### config.mk
export PLATFORM = sky130hd
export DESIGN_NAME = bcd_chain_counter
export DESIGN_NICKNAME = d
export VERILOG_FILES = /design/src/rtl/bcd_pkg.sv /design/src/rtl/bcd_decade.sv /design/src/rtl/bcd_term_detect.sv /design/src/rtl/bcd_chain_counter.sv
export SDC_FILE = /design/constraint.sdc
export NUM_CORES = 1
export LEC_CHECK = 0
export ABC_CLOCK_PERIOD_IN_PS = 3900
export BUFFER_PORTS_ARGS = -buffer_cell sky130_fd_sc_hd__buf_2
export CORE_MARGIN = 5
export CORE_UTILIZATION = 40
export CTS_CLUSTER_DIAMETER = 40
export DETAILED_ROUTE_END_ITERATION = 16
export PLACE_DENSITY = 0.67
export REMOVE_ABC_BUFFERS = 1
export SETUP_SLACK_MARGIN = 0.2
export SYNTH_ARGS = -nofsm -noshare
export SYNTH_HDL_FRONTEND = slang
export SYNTH_SLANG_ARGS = --single-unit
### constraint.sdc
create_clock -name clk_i -period 3.9 [get_ports clk_i]
set_input_delay 1.17 -clock clk_i [delete_from_list [all_inputs] [get_ports clk_i]]
set_output_delay 1.17 -clock clk_i [all_outputs]
set_load 0.02 [all_outputs]
### src/rtl/bcd_pkg.sv
package bcd_pkg;
  typedef logic [3:0] digit_t;
  typedef enum logic {
    WRAP_LOAD9  = 1'b0,
    WRAP_CLEAR10 = 1'b1
  } wrap_mode_e;
endpackage

### src/rtl/bcd_decade.sv
module bcd_decade import bcd_pkg::*; #(
  parameter wrap_mode_e MODE = WRAP_LOAD9
) (
  input  logic   clk_i,
  input  logic   rst_ni,
  input  logic   en_i,
  input  logic   load_i,
  input  digit_t load_val_i,
  output digit_t digit_o,
  output logic   carry_o
);
  digit_t q_q, q_d, inc, step_val;

  assign inc = q_q + 4'd1;

  generate
    if (MODE == WRAP_LOAD9) begin : g_load9
      logic at_nine;
      assign at_nine  = (q_q == 4'd9);
      assign step_val = at_nine ? 4'd0 : inc;
      assign carry_o  = en_i & at_nine;
    end else begin : g_clear10
      // 1010 is caught on the incremented value, never stored
      logic at_ten;
      assign at_ten   = (inc == 4'd10);
      assign step_val = at_ten ? 4'd0 : inc;
      assign carry_o  = en_i & at_ten;
    end
  endgenerate

  always_comb begin
    if (load_i)    q_d = load_val_i;
    else if (en_i) q_d = step_val;
    else           q_d = q_q;
  end

  always_ff @(posedge clk_i or negedge rst_ni) begin
    if (!rst_ni) q_q <= 4'd0;
    else         q_q <= q_d;
  end

  assign digit_o = q_q;

  AST_DIGIT_VALID: assert property (@(posedge clk_i) disable iff (!rst_ni)
    q_q <= 4'd9);
  AST_LOAD_WINS: assert property (@(posedge clk_i) disable iff (!rst_ni)
    load_i |=> q_q == $past(load_val_i));
  AST_HOLD: assert property (@(posedge clk_i) disable iff (!rst_ni)
    (!load_i && !en_i) |=> $stable(q_q));
  AST_NINE_WRAP: assert property (@(posedge clk_i) disable iff (!rst_ni)
    (en_i && !load_i && q_q == 4'd9) |=> q_q == 4'd0);
endmodule

### src/rtl/bcd_term_detect.sv
module bcd_term_detect #(
  parameter int NUM_DIGITS = 3,
  localparam int W = 4 * NUM_DIGITS
) (
  input  logic [W-1:0] count_i,
  input  logic         en_i,
  output logic         tc_o
);
  logic [NUM_DIGITS-1:0] is_nine;

  generate
    for (genvar k = 0; k < NUM_DIGITS; k++) begin : g_nine
      assign is_nine[k] = (count_i[4*k +: 4] == 4'd9);
    end
  endgenerate

  assign tc_o = en_i & (&is_nine);
endmodule

### src/rtl/bcd_chain_counter.sv
module bcd_chain_counter import bcd_pkg::*; #(
  parameter int         NUM_DIGITS = 3,
  parameter wrap_mode_e WRAP_MODE  = WRAP_LOAD9,
  localparam int W = 4 * NUM_DIGITS
) (
  input  logic         clk_i,
  input  logic         rst_ni,
  input  logic         cnt_en_i,
  input  logic         load_i,
  input  logic [W-1:0] load_val_i,
  output logic [W-1:0] count_o,
  output logic         tc_o
);
  logic [NUM_DIGITS:0]   en_chain;
  logic [NUM_DIGITS-1:0] carry;

  assign en_chain[0] = cnt_en_i;

  generate
    for (genvar k = 0; k < NUM_DIGITS; k++) begin : g_dec
      bcd_decade #(.MODE(WRAP_MODE)) i_decade (
        .clk_i      (clk_i),
        .rst_ni     (rst_ni),
        .en_i       (en_chain[k]),
        .load_i     (load_i),
        .load_val_i (load_val_i[4*k +: 4]),
        .digit_o    (count_o[4*k +: 4]),
        .carry_o    (carry[k])
      );
      assign en_chain[k+1] = carry[k];
    end
  endgenerate

  bcd_term_detect #(.NUM_DIGITS(NUM_DIGITS)) i_term (
    .count_i (count_o),
    .en_i    (cnt_en_i),
    .tc_o    (tc_o)
  );

  AST_ROLLOVER: assert property (@(posedge clk_i) disable iff (!rst_ni)
    (tc_o && !load_i) |=> count_o == '0);
  AST_TC_NEEDS_EN: assert property (@(posedge clk_i) disable iff (!rst_ni)
    tc_o |-> cnt_en_i);
  AST_TENS_STEP: assert property (@(posedge clk_i) disable iff (!rst_ni)
    (cnt_en_i && !load_i && count_o[3:0] == 4'd9 && count_o[7:4] != 4'd9)
    |=> count_o[7:4] == $past(count_o[7:4]) + 4'd1);
  AST_TENS_HOLD: assert property (@(posedge clk_i) disable iff (!rst_ni)
    (!load_i && count_o[3:0] != 4'd9) |=> $stable(count_o[7:4]));
endmodule

==> results_dict.tcl <==
set metrics [dict create \
    rrSetupSlack_ns 2.24 \
    cts.sinks 12 \
    maxSlewViolCount 0 \
    via_per_inst 5.01 \
    hold_viol_final 0 \
    critical_path_required_ns 2.73 \
    synth_cell_types 28 \
    maxSlewHeadroom_pct 61.1 \
    grt_max_degree 25 \
    wl_per_cell_um 11.7 \
    setup_ws_ns 0.552 \
    clock_latency_ns 0.27 \
    cp_max_fo 8 \
    seq_area_frac_synth_pct 39.9 \
    cts_resized 0 \
    power_density_mw_per_mm2 366 \
    chipHeight_um 53.4 \
    die_x_um 53.4 \
    status "finished, final reports clean" \
    crit_path_frequent_cell "buf_2" \
    fin_skew_ns 0.000430 \
    ctsHoldBuffers 0 \
    min_period_ns 3.35 \
    cap_violations 0 \
    setup_tns_ns 0 \
    power.total_uw 341 \
    holdPathStages 2 \
    rows 15 \
    timing.critical_path.buf_inv 2 \
    cts_buffer_depth 2 \
    p_leak_nw 0.427 \
    dp.cells 132 \
    fin_nets 128 \
    dp_hpwl_um 1210 \
    fin_crit_sh_pct 85.9 \
    dieArea_mm2 0.00285 \
    netlist_area_um2 753 \
    cts_root_buf "clkbuf_4" \
    worst_pin_slew_ns 0.583 \
    worstHoldStart "g_dec[1].i_decade.digit_o[0]$_DFFE_PN0P_" \
    start_util_pct 42.7 \
    crit_arrival_ns 2.18 \
    routed_wl_um 1590 \
    min_path_type "reg2reg" \
    grt_pass1_wl_um 2630 \
    path_delay_family "simple AND/OR/NAND/NOR gates" \
    drt-initial-drc-count 14 \
    cp_cell_sequence "buf_2 > and4b_1 > nand3_4 > nor3_1 > buf_2" \
    worst_path_max_delay_cell "and4b_1" \
    layout_common_cells "buf_2 (28), nand2_1 (13), dfrtp_1 (12), o21ai_0 (11)" \
    grt_usage_pct 12.7 \
    num_vias 681 \
    endpoint_kind "output pin" \
    criticalPathCategory "in2out" \
    yosys_warnings 0 \
    max_freq_mhz 299 \
    synthCells 83 \
    rsz0062_at_grt "false" \
    diodes 0 \
    r2r_cells 4 \
    grt_pass1_vias 616 \
    syn_to_final_growth_pct 23.6 \
    cts.htree.levels 1 \
    fin_cells 136 \
    drc 0 \
    firstDrtPassIters 4 \
    gp_congestion 0.732 \
    r2r-start "g_dec[0].i_decade.digit_o[1]$_DFFE_PN0P_" \
    path_clk_slew_ns 0.08 \
    io_buffers 28 \
    grt_overflow 0 \
    reg2reg_to "g_dec[2].i_decade.digit_o[3]$_DFFE_PN0P_" \
    final_common_cell "buf_2" \
    cts_tree "built" \
    antenna_found_initial 0 \
    synth_seq_cells 12 \
    cts_buffers 3 \
    syn_area_per_cell_um2 9.07 \
    min_to "g_dec[1].i_decade.digit_o[0]$_DFFE_PN0P_" \
    largest_reg_flops 12 \
    io_pins 29 \
    drtAntennaViolNets 0 \
    cpPeakStageDelay_ns 0.39 \
    dp_slack_ns 0.550 \
    start_kind "input pin" \
    drive_gt1_share_pct 32.4 \
    post_cts_buffers 0 \
    peakVddDrop_uv 174 \
    setup_viol 0 \
    core_mm2 0.00176 \
]
==> cell usage after synthesis <==
cell       n  share of area [%]
nand2_1   13                6.5
dfrtp_1   12                 40
o21ai_0   11                7.3
nand2b_1   5                4.2
nor2b_1    5                4.2
a21oi_1    4                2.7
nand3_1    3                2.0
xnor2_1    3                3.5
xor2_1     3                3.5
and4b_1    2                2.7
buf_6      2                3.0
inv_1      2                1.0
nand4_1    2                1.7
nor3_1     2                1.3
a22oi_1    1                1.0
and4bb_4   1                2.2
buf_1      1               0.50
clkbuf_1   1               0.50
mux2_4     1                2.0
mux2i_1    1                1.3
nand3_4    1                2.3
nand4b_1   1                1.2
nor2_1     1               0.50
nor3b_1    1                1.0
o21a_1     1                1.0
o21ai_2    1                1.2
o21bai_1   1                1.0
o31a_1     1                1.2
==> metal layers <==
layer / vias to the layer above / part of all wire (%) / global-route usage (%) / wire length [um]
li1: 345 / - / - / -
met5: - / 0 / 0 / 0
met4: 0 / 0.69 / 5.11 / 11
met3: 2 / 8.8 / 3.38 / 140
met2: 25 / 44 / 20.0 / 697
met1: 309 / 47 / 16.1 / 741
==> worst register-to-register path, stage by stage, from the launching register on <==
cell and delay, ns:
dfrtp_1 0.46, nor2b_1 0.50, nand3_4 0.15, o21a_1 0.22, o31a_1 0.23
==> metrics by stage <==
step | hold slack, ns | util (%) | area, um^2
finish | 0.589 | 52.8 | 931
global route | 0.629 | 52.8 | 931
CTS | 0.599 | 52.8 | 931
detailed placement | 0.582 | 50.7 | 895
global placement | 0.588 | 50.7 | 895
floorplan | 0.688 | - | 723
==> report_power, final <==
| part | leakage [nW] | total, mW | switching [mW] | internal [mW] |
|---|---|---|---|---|
| sequential | 0.143 | 0.154 | 0.0167 | 0.137 |
| combinational | 0.263 | 0.0882 | 0.0507 | 0.0375 |
| clock | 0.0210 | 0.0985 | 0.0418 | 0.0567 |
| total | 0.427 | 0.341 | 0.109 | 0.232 |
==> final cells by class <==
| cell class | count | area, um^2 |
|---|---|---|
| clock buffers | 4 | 36.3 |
| fillers | 193 | 833 |
| inverters | 2 | 7.51 |
| multi-input cells | 65 | 415 |
| flip-flops and latches | 12 | 300 |
| well taps | 25 | 31.3 |
| repair buffers | 28 | 140 |
==> worst max path at each step <==
stage,from,end,slack (ns),cells after the start
final,cnt_en_i,tc_o,0.55,5
after global routing,cnt_en_i,tc_o,0.47,5
after CTS,cnt_en_i,tc_o,0.55,5
after detailed placement,cnt_en_i,tc_o,0.55,5
after global placement,cnt_en_i,tc_o,0.57,5
after floorplan,cnt_en_i,tc_o,0.59,3
==> logic make-up (layout without fill, tap and decap cells) <==
kind of cell | Yosys count | in the layout | synth area share (%)
buffers and inverters | 6 | 34 | 4.98
multiplexers | 2 | 2 | 3.32
flip-flops | 12 | 12 | 39.9
AO/OA/AOI/OAI | 20 | 20 | 15.3
AND/OR/NAND/NOR | 37 | 37 | 29.6
XOR/XNOR | 6 | 6 | 6.98
Power figures use the tool's default switching activity.
